===== src/rtl/prio_irq_pkg.sv =====
package prio_irq_pkg;
  typedef enum logic {ST_IDLE, ST_WAIT} ctl_state_t;
  localparam logic [1:0] RA_PEND = 2'd0;
  localparam logic [1:0] RA_MASK = 2'd1;
  localparam logic [1:0] RA_PRIO = 2'd2;
  localparam logic [1:0] RA_CTRL = 2'd3;
endpackage


===== src/rtl/irq_src_regs.sv =====
module irq_src_regs
  import prio_irq_pkg::*;
#(
  parameter int NUM_SRC     = 8,
  parameter int LVL_W       = 2,
  parameter int SYNC_STAGES = 2,
  localparam int DATA_W     = NUM_SRC * LVL_W
) (
  input  logic               clk,
  input  logic               rst,
  input  logic [NUM_SRC-1:0] req_i,
  input  logic               wr_en_i,
  input  logic [1:0]         wr_addr_i,
  input  logic [DATA_W-1:0]  wr_data_i,
  input  logic [NUM_SRC-1:0] ack_clr_i,
  output logic [NUM_SRC-1:0] flags_o,
  output logic [NUM_SRC-1:0] mask_o,
  output logic [DATA_W-1:0]  prio_o
);
  logic [SYNC_STAGES-1:0][NUM_SRC-1:0] sync_q;
  logic [NUM_SRC-1:0] prev_q, edge_v, flags_q, mask_q;
  logic [DATA_W-1:0]  prio_q;

  assign edge_v = sync_q[SYNC_STAGES-1] & ~prev_q;

  always_ff @(posedge clk) begin
    if (rst) begin
      sync_q <= '0;
      prev_q <= '0;
    end else begin
      sync_q[0] <= req_i;
      for (int s = 1; s < SYNC_STAGES; s++) sync_q[s] <= sync_q[s-1];
      prev_q <= sync_q[SYNC_STAGES-1];
    end
  end

  always_ff @(posedge clk) begin
    if (rst) begin
      flags_q <= '0;
      mask_q  <= '1;
      prio_q  <= '1;
    end else begin
      if (wr_en_i && wr_addr_i == RA_MASK) mask_q <= wr_data_i[NUM_SRC-1:0];
      if (wr_en_i && wr_addr_i == RA_PRIO) prio_q <= wr_data_i;
      // write, then acknowledge clear, then a fresh edge (last wins)
      flags_q <= (((wr_en_i && wr_addr_i == RA_PEND) ? wr_data_i[NUM_SRC-1:0] : flags_q)
                  & ~ack_clr_i) | edge_v;
    end
  end

  assign flags_o = flags_q;
  assign mask_o  = mask_q;
  assign prio_o  = prio_q;


  edge_sets_flag_chk: assert property (@(posedge clk) disable iff (rst)
    (|edge_v) |=> ((flags_q & $past(edge_v)) == $past(edge_v)));
endmodule


===== src/rtl/irq_arbiter.sv =====
module irq_arbiter #(
  parameter int NUM_SRC = 8,
  parameter int LVL_W   = 2,
  localparam int IDX_W  = $clog2(NUM_SRC),
  localparam int DATA_W = NUM_SRC * LVL_W
) (
  input  logic [NUM_SRC-1:0] flags_i,
  input  logic [NUM_SRC-1:0] mask_i,
  input  logic [DATA_W-1:0]  prio_i,
  input  logic [LVL_W:0]     isp_i,
  output logic               any_o,
  output logic [IDX_W-1:0]   win_o,
  output logic [LVL_W-1:0]   lvl_o
);
  logic [NUM_SRC-1:0] elig;

  always_comb begin
    for (int i = 0; i < NUM_SRC; i++)
      elig[i] = flags_i[i] && !mask_i[i] && ({1'b0, prio_i[i*LVL_W +: LVL_W]} < isp_i);
  end

  // ascending scan with strict compare keeps the lowest index on ties
  always_comb begin
    any_o = 1'b0;
    win_o = '0;
    lvl_o = '1;
    for (int i = 0; i < NUM_SRC; i++) begin
      if (elig[i] && (!any_o || prio_i[i*LVL_W +: LVL_W] < lvl_o)) begin
        any_o = 1'b1;
        win_o = IDX_W'(i);
        lvl_o = prio_i[i*LVL_W +: LVL_W];
      end
    end
  end
endmodule


===== src/rtl/irq_save_stack.sv =====
module irq_save_stack #(
  parameter int DEPTH = 4,
  parameter int W     = 4,
  localparam int AW   = (DEPTH > 1) ? $clog2(DEPTH) : 1,
  localparam int PW   = $clog2(DEPTH + 1)
) (
  input  logic         clk,
  input  logic         rst,
  input  logic         push_i,
  input  logic         pop_i,
  input  logic [W-1:0] push_data_i,
  output logic [W-1:0] top_o,
  output logic         empty_o,
  output logic         full_o
);
  logic [W-1:0]  mem [DEPTH];
  logic [PW-1:0] sp_q;

  assign empty_o = (sp_q == '0);
  assign full_o  = (sp_q == PW'(DEPTH));
  assign top_o   = empty_o ? '0 : mem[AW'(sp_q - 1'b1)];

  always_ff @(posedge clk) begin
    if (push_i && !full_o) mem[AW'(sp_q)] <= push_data_i;
  end

  always_ff @(posedge clk) begin
    if (rst) sp_q <= '0;
    else if (push_i && !full_o) sp_q <= sp_q + 1'b1;
    else if (pop_i && !empty_o) sp_q <= sp_q - 1'b1;
  end


  stack_no_overflow_chk: assert property (@(posedge clk) disable iff (rst)
    push_i |-> !full_o);

  stack_no_underflow_chk: assert property (@(posedge clk) disable iff (rst)
    pop_i |-> !empty_o);
endmodule


===== src/rtl/prio_irq_ctrl.sv =====
module prio_irq_ctrl
  import prio_irq_pkg::*;
#(
  parameter int NUM_SRC     = 8,
  parameter int LVL_W       = 2,
  parameter int SYNC_STAGES = 2,
  parameter int WAIT_CYC    = 8,
  localparam int IDX_W      = $clog2(NUM_SRC),
  localparam int DATA_W     = NUM_SRC * LVL_W
) (
  input  logic               clk,
  input  logic               rst,
  input  logic [NUM_SRC-1:0] req_i,
  input  logic               wr_en_i,
  input  logic [1:0]         wr_addr_i,
  input  logic [DATA_W-1:0]  wr_data_i,
  input  logic               reti_i,
  output logic               ack_o,
  output logic [IDX_W-1:0]   vec_o,
  output logic               ie_o,
  output logic [LVL_W:0]     isp_o,
  output logic [NUM_SRC-1:0] pend_o
);
  localparam int              STK_DEPTH = 2 ** LVL_W;
  localparam int              STK_W     = LVL_W + 2;
  localparam int              CNT_W     = $clog2(WAIT_CYC + 1);
  localparam logic [LVL_W:0]  ISP_IDLE  = (LVL_W + 1)'(STK_DEPTH);

  ctl_state_t          state_q;
  logic [CNT_W-1:0]    cnt_q;
  logic                ie_q, ack_q;
  logic [LVL_W:0]      isp_q;
  logic [IDX_W-1:0]    vec_q;
  logic [NUM_SRC-1:0]  flags, mask, ack_clr;
  logic [DATA_W-1:0]   prio;
  logic                any_elig, do_ack, do_pop, stk_empty, stk_full;
  logic [IDX_W-1:0]    win;
  logic [LVL_W-1:0]    win_lvl;
  logic [STK_W-1:0]    stk_top;

  irq_src_regs #(.NUM_SRC(NUM_SRC), .LVL_W(LVL_W), .SYNC_STAGES(SYNC_STAGES)) u_regs (
    .clk(clk), .rst(rst), .req_i(req_i), .wr_en_i(wr_en_i), .wr_addr_i(wr_addr_i),
    .wr_data_i(wr_data_i), .ack_clr_i(ack_clr), .flags_o(flags), .mask_o(mask), .prio_o(prio));

  irq_arbiter #(.NUM_SRC(NUM_SRC), .LVL_W(LVL_W)) u_arb (
    .flags_i(flags), .mask_i(mask), .prio_i(prio), .isp_i(isp_q),
    .any_o(any_elig), .win_o(win), .lvl_o(win_lvl));

  assign do_ack  = (state_q == ST_WAIT) && (cnt_q == '0) && !reti_i && ie_q && any_elig;
  assign do_pop  = reti_i && !stk_empty;
  assign ack_clr = do_ack ? (NUM_SRC'(1) << win) : '0;

  irq_save_stack #(.DEPTH(STK_DEPTH), .W(STK_W)) u_stk (
    .clk(clk), .rst(rst), .push_i(do_ack), .pop_i(do_pop), .push_data_i({ie_q, isp_q}),
    .top_o(stk_top), .empty_o(stk_empty), .full_o(stk_full));

  always_ff @(posedge clk) begin
    if (rst) begin
      state_q <= ST_IDLE;
      cnt_q   <= '0;
      ie_q    <= 1'b0;
      isp_q   <= ISP_IDLE;
      ack_q   <= 1'b0;
      vec_q   <= '0;
    end else begin
      ack_q <= 1'b0;
      if (wr_en_i && wr_addr_i == RA_CTRL) ie_q <= wr_data_i[0];
      case (state_q)
        ST_IDLE: if (ie_q && any_elig) begin
          state_q <= ST_WAIT;
          cnt_q   <= CNT_W'(WAIT_CYC - 1);
        end
        ST_WAIT: begin
          if (cnt_q != '0) cnt_q <= cnt_q - 1'b1;
          else if (!reti_i) state_q <= ST_IDLE;
        end
        default: state_q <= ST_IDLE;
      endcase
      if (do_pop) begin
        ie_q  <= stk_top[STK_W-1];
        isp_q <= stk_top[LVL_W:0];
      end
      if (do_ack) begin
        ack_q <= 1'b1;
        vec_q <= win;
        ie_q  <= 1'b0;
        isp_q <= {1'b0, win_lvl};
      end
    end
  end

  assign ack_o  = ack_q;
  assign vec_o  = vec_q;
  assign ie_o   = ie_q;
  assign isp_o  = isp_q;
  assign pend_o = flags;


  ack_needs_ie_chk: assert property (@(posedge clk) disable iff (rst)
    ack_q |-> $past(ie_q));

  ack_clears_ie_chk: assert property (@(posedge clk) disable iff (rst)
    ack_q |-> (!ie_q && isp_q != ISP_IDLE));

  ack_raises_level_chk: assert property (@(posedge clk) disable iff (rst)
    ack_q |-> (isp_q < $past(isp_q)));

  ack_single_pulse_chk: assert property (@(posedge clk) disable iff (rst)
    ack_q |=> !ack_q);

  reti_restore_chk: assert property (@(posedge clk) disable iff (rst)
    (reti_i && !stk_empty) |=> ({ie_q, isp_q} == $past(stk_top)));

  stack_room_chk: assert property (@(posedge clk) disable iff (rst)
    do_ack |-> !stk_full);
endmodule


===== config.mk =====
export PLATFORM = sky130hd
export DESIGN_NAME = prio_irq_ctrl
export DESIGN_NICKNAME = d
export VERILOG_FILES = /design/src/rtl/prio_irq_pkg.sv /design/src/rtl/irq_src_regs.sv /design/src/rtl/irq_arbiter.sv /design/src/rtl/irq_save_stack.sv /design/src/rtl/prio_irq_ctrl.sv
export SDC_FILE = /design/constraint.sdc
export NUM_CORES = 1
export LEC_CHECK = 0
export ABC_AREA = 1
export CAP_MARGIN = 20
export CORE_MARGIN = 1.5
export CORE_UTILIZATION = 45
export DETAILED_ROUTE_END_ITERATION = 10
export GPL_ROUTABILITY_DRIVEN = 0
export GPL_TIMING_DRIVEN = 0
export HOLD_SLACK_MARGIN = 0.03
export PLACE_DENSITY_LB_ADDON = 0.25
export SYNTH_ARGS = -nofsm -noshare
export SYNTH_HDL_FRONTEND = slang
export SYNTH_SLANG_ARGS = --single-unit

===== constraint.sdc =====
create_clock -name clk -period 6.1 [get_ports clk]
set_clock_uncertainty 0.15 [all_clocks]
set_input_delay 1.83 -clock clk [delete_from_list [all_inputs] [get_ports clk]]
set_output_delay 1.83 -clock clk [all_outputs]
set_load 0.01 [all_outputs]

==> out/metrics.csv, run 1 <==
metric,value,unit
run status,finished clean,
startpoint type of the worst setup path,register,
Die ar.,0.01017,mm^2
Crit path depth,50,
Setup-failing EPs final,0,
Syn Area/Cell,7.507,um^2
Worst EP required,6200,ps
RR Startpoint,isp_o[1],
CTS sink count,88,
Core Footprint,0.009240,mm^2
Post-Layout Cell Count,765,
clock-pin transition on the worst setup and hold timing paths,90,ps
f_max,0.1789,GHz
fillers,907,
drt drc,0,
Crit-path slowest cell,dfxtp_4,
crit path launch,isp_o[1],
Netlist Area Pre-Place,0.004309,mm^2
main flop type after synthesis,dfxtp_1,
Final ANT Viol Nets,0,
Syn Nets,622,
Sw Pwr,0.4819,mW
Tightest Hold Check Type,reg -> reg,
Slew headroom,0.5286,
"Arr. time, crit path",5690,ps
first-pass GRT wire length,16730,um
crit path time final,5590,ps
Net Sw Frac,0.3296,
Pins Over Slew Limit,0,
maximum vdd drop,0.1665,mV
H-tree Lvls,3,
FF-to-FF setup slack,510,ps
clock network power share,0.285,
pwr/cell area,283.9,mW/mm^2
Critical Path Max Stage Delay,380,ps
Leak Pwr,2.306,nW
grt total ovfl,0,
yosys warns,0,
Post-Route Setup TNS,0,ps
Starting DRT DRC Count,251,
pin count of the biggest net entering global routing,17,
register area share after synthesis,0.4460,
Final Hold Violating Endpoints,0,
post-DR wirelength/cell,13.22,um
share of synthesized registers carrying an async set or reset,0,
Cells after DPL,747,
vias per cell,5.017,
Post-synth EDFFs,16,
Post-layout nets,679,
CP bufs+invs,3,
ant diodes,0,
crit path kind,reg -> reg,
initial antenna violation count,0,
Chip Height,100.9,um
CTS tree,built,
worst skew pair latency,360,ps
Die Width,100.9,um
drt first pass iters,6,
RSZ-0062 raised after global routing,false,
R2R cell count,50,
vias,3838,
Seq pwr share,0.463,
std cell rows,35,
"most used cell, CP",nand2_2,
combinational share of power,0.252,
"wirelength, routed",10110,um
starting density of the core,0.4664,
number of I/O pins,46,
Port Buffer Count,44,
area delta synth->final,19.51,%
vias in the first global route,3670,
RR Endpoint,u_regs.flags_o[6],
Int Power,0.9803,mW
Max Root-Sink Buffers,2,
Setup crit end kind,register,
Yosys cell types,34,
CP max FO,10,
post-DP HPWL,7637,um
Setup crit end,u_regs.flags_o[6],
CTS buffer count,9,
"FF+latch count, synth",88,
layout cells sized above 1,0.09434,
CTS Root Cell,clkbuf_8,
Synth Instances,574,
worst slew pin tran,701.7,ps
Top Family by Delay on Critical Path,simple AND/OR/NAND/NOR gates,
gr usage total,0.2091,
Tcrit/Tclk final,0.9164,
MaxCap Viol Count,0,
-- synth_stat cells (2+ instances only) --
cell      count  share of area
buf_6         2         0.0052
a31oi_1       2         0.0029
a21oi_1      23          0.027
o211ai_1     20          0.035
buf_1         2         0.0017
inv_2         2         0.0017
ha_1         18          0.052
nand2_2      18          0.026
nand2_4       3         0.0078
o21ai_1       5         0.0058
nand3_2       2         0.0046
clkinv_1      3         0.0026
o21ai_0      38          0.044
o22ai_1       5         0.0073
o21bai_1      3         0.0052
nor2_4        3         0.0078
nand4_1       2         0.0029
nand3_1      36          0.042
dfxtp_1      72           0.33
clkbuf_1     11         0.0096
nor3_1        4         0.0046
or2_2         2         0.0029
nand2_1     115           0.10
nor2_1       61          0.053
inv_1        97          0.084
a211oi_1      2         0.0035
edfxtp_1     16           0.11
-- per-layer routing --
| metal | vias to the layer above | track usage | routed length [um] |
|---|---|---|---|
| met5 | - | 0 | 0 |
| met4 | 0 | 0.07259 | 252 |
| met3 | 26 | 0.03259 | 533 |
| met2 | 117 | 0.3477 | 4664 |
| met1 | 1746 | 0.2767 | 4664 |
| li1 | 1949 | - | - |
-- per-stage QoR --
| stage | utilization | instance area (um^2) | hold slack (ps) | worst slack, ps | total power [mW] |
|---|---|---|---|---|---|
| 2_1_floorplan | - | 4309 | 238.3 | 925.2 | 0.9135 |
| 3_3_place_gp | 0.5315 | 4911 | 242.0 | 126.5 | 1.032 |
| 3_5_place_dp | 0.5315 | 4911 | 244.4 | -106.6 | 1.044 |
| 4_1_cts | 0.5546 | 5125 | 257.0 | 77.96 | 1.467 |
| 5_1_grt | 0.5573 | 5150 | 275.9 | 42.28 | 1.555 |
| 6_report | 0.5573 | 5150 | 255.7 | 510.0 | 1.462 |
-- worst min-delay path by stage --
stage / from / to / slack (ps) / depth (start not counted)
CTS: u_regs.sync_q[2] / u_regs.sync_q[10] / 260 / 2
finish: u_regs.sync_q[2] / u_regs.sync_q[10] / 260 / 2
global route: u_regs.sync_q[0] / u_regs.sync_q[8] / 280 / 2
floorplan: u_regs.sync_q[2] / u_regs.sync_q[10] / 240 / 2
global placement: u_regs.sync_q[2] / u_regs.sync_q[10] / 240 / 2
detailed placement: u_regs.sync_q[2] / u_regs.sync_q[10] / 240 / 2
-- layout make-up --
| class | count | area (um^2) | share of cell area |
|---|---|---|---|
| inverters | 102 | 386.6 | 0.07507 |
| flip-flops and latches | 88 | 1926 | 0.3739 |
| plain buffers | 16 | 78.83 | 0.01531 |
| clock buffers | 9 | 123.9 | 0.02405 |
| clock inverters | 7 | 77.57 | 0.01506 |
| multi-input cells | 368 | 1941 | 0.3768 |
| well taps | 129 | 161.4 | 0.03134 |
| repair buffers | 46 | 455.4 | 0.08844 |
-- state kept, by name, indices dropped and copies added, names as in the netlist, 3 cells and up --
| register | flops |
|---|---|
| u_regs.sync_q | 16 |
| u_regs.prio_o | 16 |
| cnt_q | 4 |
| isp_o | 3 |
| u_stk.mem | 16 |
| u_regs.prev_q | 8 |
| u_regs.flags_o | 8 |
| u_regs.mask_o | 8 |
| vec_o | 3 |
| u_stk.sp_q | 3 |
-- worst reg2reg max path, delay by kind of cell (launching register included) --
kind | cells | cell delay [ps]
buffers and inverters | 3 | 360
AO/OA/AOI/OAI | 4 | 450
flip-flops | 1 | 380
AND/OR/NAND/NOR | 39 | 3060
adder cells (fa/ha/maj) | 4 | 1120
-- layout by cell type (no fill, tap or decap), drive strengths merged, types with 2 or more instances in the layout --
| master | count |
|---|---|
| o211ai | 20 |
| a211oi | 2 |
| inv | 101 |
| a31oi | 2 |
| nor3 | 5 |
| dfxtp | 72 |
| edfxtp | 16 |
| buf | 7 |
| clkdlybuf4s50 | 44 |
| o21ai | 43 |
| a21oi | 23 |
| ha | 18 |
| nor2 | 65 |
| or2 | 2 |
| clkbuf | 20 |
| clkinvlp | 2 |
| o21bai | 3 |
| o22ai | 6 |
| clkinv | 5 |
| nand3 | 38 |
| nand4 | 2 |
| nand2 | 136 |
-- cells by family (layout without fill, tap and decap cells) --
| group | Yosys count | after routing | share of synthesized area |
|---|---|---|---|
| flops | 88 | 88 | 0.4460 |
| fa+ha+maj | 18 | 18 | 0.05227 |
| buf+inv | 118 | 180 | 0.1071 |
| xor+xnor | 1 | 1 | 0.002033 |
| compound gates | 99 | 99 | 0.1333 |
| simple gates | 250 | 250 | 0.2593 |
-- power by group through the flow --
stage               logic, mW  registers, mW  clock network (mW)
finish                  0.368          0.677               0.417
global route            0.421          0.682               0.452
CTS                     0.362          0.679               0.426
detailed placement      0.353          0.691                   0
global placement        0.345          0.688                   0
floorplan               0.232          0.682                   0
-- repair_timing --
item / in CTS / in global routing
gates resized for setup: 2 / 8
setup buffers: 1 / 1
setup endpoints to repair: 5 / 13
pin swaps: 0 / 1
hold buffers: 0 / 0
cloned: 0 / 0
(Power assumes the default switching activity.)
==> run 2, diff against run 1 <==
DONT_BUFFER_PORTS = 1   (was not set)
==> run 2 against run 1 <==
Against the previous run: total power down 5.4%; design area down 9.0%; routed wire length down 3.0%; clock-buffer cell count up 1; sequential power up 1%; maximum frequency up 0.20%; final cell count down 5.9%; critical path type unchanged; largest cell class unchanged.
==> out/metrics.csv, run 2 (synthesized netlist as in run 1, its figures left out) <==
metric,value,unit,change
Critical Path Max Stage Delay,420,ps,+40 ps
"Arr. time, crit path",5680,ps,about the same
initial antenna violation count,0,,unchanged
clock-pin transition on the worst setup and hold timing paths,90,ps,about the same
f_max,0.1792,GHz,+0.20%
vias in the first global route,3415,,-6.9%
combinational share of power,0.222,,-0.030
vias,3559,,-7.3%
worst skew pair latency,360,ps,about the same
Post-Route Setup TNS,0,ps,unchanged
first-pass GRT wire length,16260,um,-2.8%
vias per cell,4.943,,-1.5%
layout cells sized above 1,0.09814,,+0.003799
CTS sink count,88,,unchanged
total power,1.383,mW,-5.4%
RR Startpoint,isp_o[1],,
Core Footprint,0.009240,mm^2,unchanged
Final ANT Viol Nets,0,,unchanged
Int Power,0.9052,mW,-7.7%
"wirelength, routed",9807,um,-3.0%
RR Endpoint,u_regs.flags_o[6],,
"most used cell, CP",nand2_2,,
number of I/O pins,46,,unchanged
pre-CTS WS,-79.23,ps,+27.35 ps
gr usage total,0.2051,,-0.004014
post-DP HPWL,7588,um,-0.64%
clock network power share,0.281,,-0.004
startpoint type of the worst setup path,register,,
Setup-failing EPs final,0,,unchanged
crit path kind,reg -> reg,,
std cell rows,35,,unchanged
Leak Pwr,2.126,nW,-7.8%
ant diodes,0,,unchanged
Final Hold Violating Endpoints,0,,unchanged
hold_buf cts,0,,unchanged
Final Worst Setup Slack,520.9,ps,+10.90 ps
Pins Over Slew Limit,0,,unchanged
pin count of the biggest net entering global routing,18,,+1
most frequent cells in the layout,"nand2_1, inv_1, dfxtp_1",,
Post-layout nets,634,,-6.6%
post-DR wirelength/cell,13.62,um,+3.0%
CTS buffer count,9,,unchanged
Hold Path End,u_regs.sync_q[9],,
drt drc,0,,unchanged
Seq pwr share,0.497,,+0.034
Slew headroom,0.4784,,-0.05023
Crit-path slowest cell,dfxtp_4,,
Hold Crit Depth,2,,unchanged
R2R cell count,49,,-2.0%
Sw Pwr,0.4776,mW,-0.88%
starting density of the core,0.4664,,unchanged
maximum vdd drop,0.1252,mV,-25%
Tightest Hold Check Type,reg -> reg,,
Worst EP required,6200,ps,about the same
CTS Root Cell,clkbuf_8,,
drt first pass iters,4,,-2
worst slew pin tran,776.4,ps,+74.77 ps
Tcrit/Tclk final,0.9146,,-0.001788
CP max FO,10,,unchanged
CTS tree,built,,
Net Sw Frac,0.3454,,+0.01583
Max Root-Sink Buffers,2,,unchanged
Die Width,100.9,um,unchanged
MaxCap Viol Count,0,,unchanged
final core occ,0.5070,,-0.05037
Die ar.,0.01017,mm^2,unchanged
RSZ-0062 raised after global routing,false,,
Setup crit end kind,register,,
area delta synth->final,8.711,%,
"most common cell after layout, fill and taps aside",nand2_1,,
pwr/cell area,295.2,mW/mm^2,+4.0%
H-tree Lvls,3,,unchanged
grt total ovfl,0,,unchanged
hold_sp,u_regs.sync_q[1],,
Port Buffer Count,0,,-100%
Chip Height,100.9,um,unchanged
run status,finished clean,,
crit path time final,5579,ps,-10.90 ps
Starting DRT DRC Count,133,,-47%
FF-to-FF setup slack,520,ps,about the same
[run 2: cell type report]
type / count / area [um^2]
timing repair buffer: 1 / 7.507
clock inverter: 6 / 55.05
clock buffer: 10 / 127.6
fill: 919 / 4556
inverter: 102 / 386.6
sequential: 88 / 1926
buffer: 16 / 78.83
tap: 129 / 161.4
multi-input combinational: 368 / 1942
[run 2: power groups by stage]
stage | sequential, mW | clock (mW) | combinational, mW
detailed placement | 0.699 | 0 | 0.302
global route | 0.695 | 0.424 | 0.356
CTS | 0.687 | 0.397 | 0.309
floorplan | 0.682 | 0 | 0.232
global placement | 0.698 | 0 | 0.294
finish | 0.687 | 0.388 | 0.307
[run 2: worst max path at each step]
stage               startpoint           endpoint  slack, ps  cells past startpoint
floorplan             isp_o[1]  u_regs.flags_o[4]        930                     47
global placement      isp_o[1]  u_regs.flags_o[5]         40                     47
detailed placement    isp_o[1]  u_regs.flags_o[6]        -80                     47
CTS                   isp_o[1]  u_regs.flags_o[5]        110                     47
global route          isp_o[1]  u_regs.flags_o[6]          1                     48
finish                isp_o[1]  u_regs.flags_o[6]        520                     49
[run 2: critical path, delay by kind of cell, from the launching register on]
family	cells	cell delay (ps)
AND/OR/NAND/NOR	38	2880
adder cells (fa/ha/maj)	4	1090
AO/OA/AOI/OAI	4	540
flip-flops	1	420
buffers and inverters	3	390
[run 2: what timing repair did]
item	CTS	global route
pin swaps	0	2
setup endpoints to repair	5	13
resized for setup	2	8
setup buffers	1	0
[run 2: per-layer routing]
layer	part of all wire	track usage
met1	0.46	0.2741
met2	0.45	0.3363
met3	0.071	0.05132
met4	0.0099	0.04442
met5	0	0
[run 2: metrics by stage]
stage                     area, um^2  cells  hold WS, ps
after floorplan                 4309    574        238.3
after global placement          4471    703        244.3
after detailed placement        4471    703        246.6
after CTS                       4666    720        261.2
after global routing            4684    720        278.2
final                           4684    720        257.9
==> run 3, diff against run 2 <==
clock period = 4.62 ns   (was 6.1 ns; I/O delays follow)
==> run 3 against run 2 <==
Against the previous run: the run now ends with negative setup slack left; non-clock buffer count up 63; core utilization grew 7.4 points; sequential share of layout area decreased by 5.2 points; critical endpoint is now u_regs.flags_o[3]; highest routed layer unchanged.
==> out/metrics.csv, run 3 (synthesized netlist as in run 1, its figures left out) <==
metric,value,unit,change
run status,"complete, but fails checks",,
failing checks,negative setup slack,,
grt total ovfl,0,,unchanged
worst skew pair latency,360,ps,about the same
post-DP HPWL,7357,um,-3.0%
Leak Pwr,2.483,nW,+17%
post-DR wirelength/cell,14.03,um,+3.0%
Setup-failing EPs final,13,,+13
R2R cell count,41,,-16%
Worst EP required,4740,ps,-1460 ps
maximum vdd drop,0.2245,mV,+79%
crit path kind,reg -> reg,,
worst hold margin,258.2,ps,+0.3390 ps
RR Endpoint,u_regs.flags_o[3],,
"most common cell after layout, fill and taps aside",nand2_1,,
met3 GRT Util,0.05964,,+0.008322
startpoint type of the worst setup path,register,,
fillers,831,,-9.6%
Crit-path slowest cell,dfxtp_4,,
ant diodes,0,,unchanged
initial antenna violation count,0,,unchanged
Seq pwr share,0.451,,-0.046
CTS tree,built,,
layout cells sized above 1,0.2187,,+0.1205
Final ANT Viol Nets,0,,unchanged
GR Util met2,0.3753,,+0.03898
Slew headroom,0.4036,,-0.07482
pre-CTS WS,-681.7,ps,-602.5 ps
Seq. cell area,0.001926,mm^2,unchanged
vias,3954,,+11%
RR Startpoint,isp_o[1],,
Critical Path Max Stage Delay,430,ps,about the same
Final Worst Setup Slack,-739.8,ps,-1261 ps
pin count of the biggest net entering global routing,17,,-1
drt drc,0,,unchanged
clock-pin transition on the worst setup and hold timing paths,100,ps,about the same
"most used cell, CP",buf_4,,
most frequent cells in the layout,"nand2_1, inv_1, dfxtp_1",,
Setup crit end,u_regs.flags_o[3],,
Sw Pwr,0.6471,mW,+35%
combinational share of power,0.232,,+0.010
Tightest Hold Check Type,reg -> reg,,
Setup crit end kind,register,,
first-pass GRT wire length,17790,um,+9.4%
area delta synth->final,24.54,%,
Die Width,100.9,um,unchanged
Max Root-Sink Buffers,2,,unchanged
Net Sw Frac,0.3212,,-0.02424
crit path launch,isp_o[1],,
Port Buffer Count,0,,unchanged
FF-to-FF setup slack,-740,ps,-1260 ps
crit path time final,5360,ps,-219.3 ps
Int Power,1.368,mW,+51%
"wirelength, routed",10980,um,+12%
Post-Route Setup TNS,-8580,ps,-8580 ps
Core Footprint,0.009240,mm^2,unchanged
starting density of the core,0.4664,,unchanged
CTS sink count,88,,unchanged
CP max FO,7,,-3
drt first pass iters,5,,+1
std cell rows,35,,unchanged
footprint of the multi-input gates,0.002078,mm^2,+7.0%
vias in the first global route,3829,,+12%
GR Util met1,0.2710,,-0.003065
Starting DRT DRC Count,189,,+42%
total power,2.015,mW,+46%
RSZ-0062 raised after global routing,true,,
H-tree Lvls,3,,unchanged
Die ar.,0.01017,mm^2,unchanged
number of I/O pins,46,,unchanged
CTS Root Cell,clkbuf_8,,
pwr/cell area,375.5,mW/mm^2,+27%
f_max,0.1866,GHz,+4.1%
vias per cell,5.050,,+2.2%
"Arr. time, crit path",5480,ps,-200 ps
busiest layer in global routing,met2,,
CTS buffer count,9,,unchanged
worst slew pin tran,887.8,ps,+111.4 ps
gr usage total,0.2278,,+0.02275
Final Hold Violating Endpoints,0,,unchanged
Tcrit/Tclk final,1.160,,+0.2455
clock network power share,0.316,,+0.035
Chip Height,100.9,um,unchanged
MaxCap Viol Count,0,,unchanged
Pins Over Slew Limit,0,,unchanged
Post-layout nets,697,,+9.9%
## run 3: cell count changes in the layout (fill, tap and decap cells not counted), sizes merged
cell      before  now
buf            6   69
bufinv         0    2
clkinvlp       1    0
inv          104  103
## run 3: how the worst min path moves through the flow
stage | slack (ps) | end | start | depth (start not counted)
global placement | 240 | u_regs.sync_q[10] | u_regs.sync_q[2] | 2
CTS | 260 | u_regs.sync_q[12] | u_regs.sync_q[4] | 2
floorplan | 240 | u_regs.sync_q[10] | u_regs.sync_q[2] | 2
finish | 260 | u_regs.sync_q[12] | u_regs.sync_q[4] | 2
global route | 280 | u_regs.prev_q[1] | u_regs.sync_q[9] | 2
detailed placement | 250 | u_regs.sync_q[12] | u_regs.sync_q[4] | 2
## run 3: final cells by class
cell class                 count  area share
timing repair buffer          64     0.09023
clock inverter                 6     0.01772
inverter                     102     0.07344
multi-input combinational    368      0.3873
clock buffer                  10     0.02775
buffer                        16     0.01469
sequential                    88      0.3588
tap                          129     0.03008
## run 3: timing repair
action / in CTS / in global routing
setup endpoints to repair: 13 / 13
hold buffers: 0 / 0
gates cloned: 1 / 0
resized for setup: 14 / 14
buffers inserted: 53 / 11
pin swaps: 18 / 35
## run 3: power by group through the flow
stage                     Sequential (mW)  Clock (mW)  Combinational (mW)
after detailed placement            0.925           0               0.409
after global routing                0.915       0.678               0.533
after CTS                           0.908       0.650               0.444
after global placement              0.922           0               0.398
final                               0.909       0.638               0.468
after floorplan                     0.905           0               0.317
## run 3: worst max-delay path, delay by kind of cell, from the launching register on
family / cells / cell delay [ps]
buf+inv: 29 / 3390
simple gates: 8 / 670
flops: 1 / 430
compound gates: 3 / 330
fa+ha+maj: 1 / 270
## run 3: metrics by stage
step                instance area (um^2)  std cells  utilization
finish                              5366        783       0.5808
CTS                                 5224        773       0.5653
global placement                    4531        703       0.4903
detailed placement                  4531        703       0.4903
global route                        5366        783       0.5808
floorplan                           4369        574            -
## run 3: routing by layer
| metal | part of all wire | vias up |
|---|---|---|
| li1 | - | 1987 |
| met1 | 0.43 | 1828 |
| met2 | 0.48 | 112 |
| met3 | 0.056 | 27 |
| met4 | 0.030 | 0 |
| met5 | 0 | - |
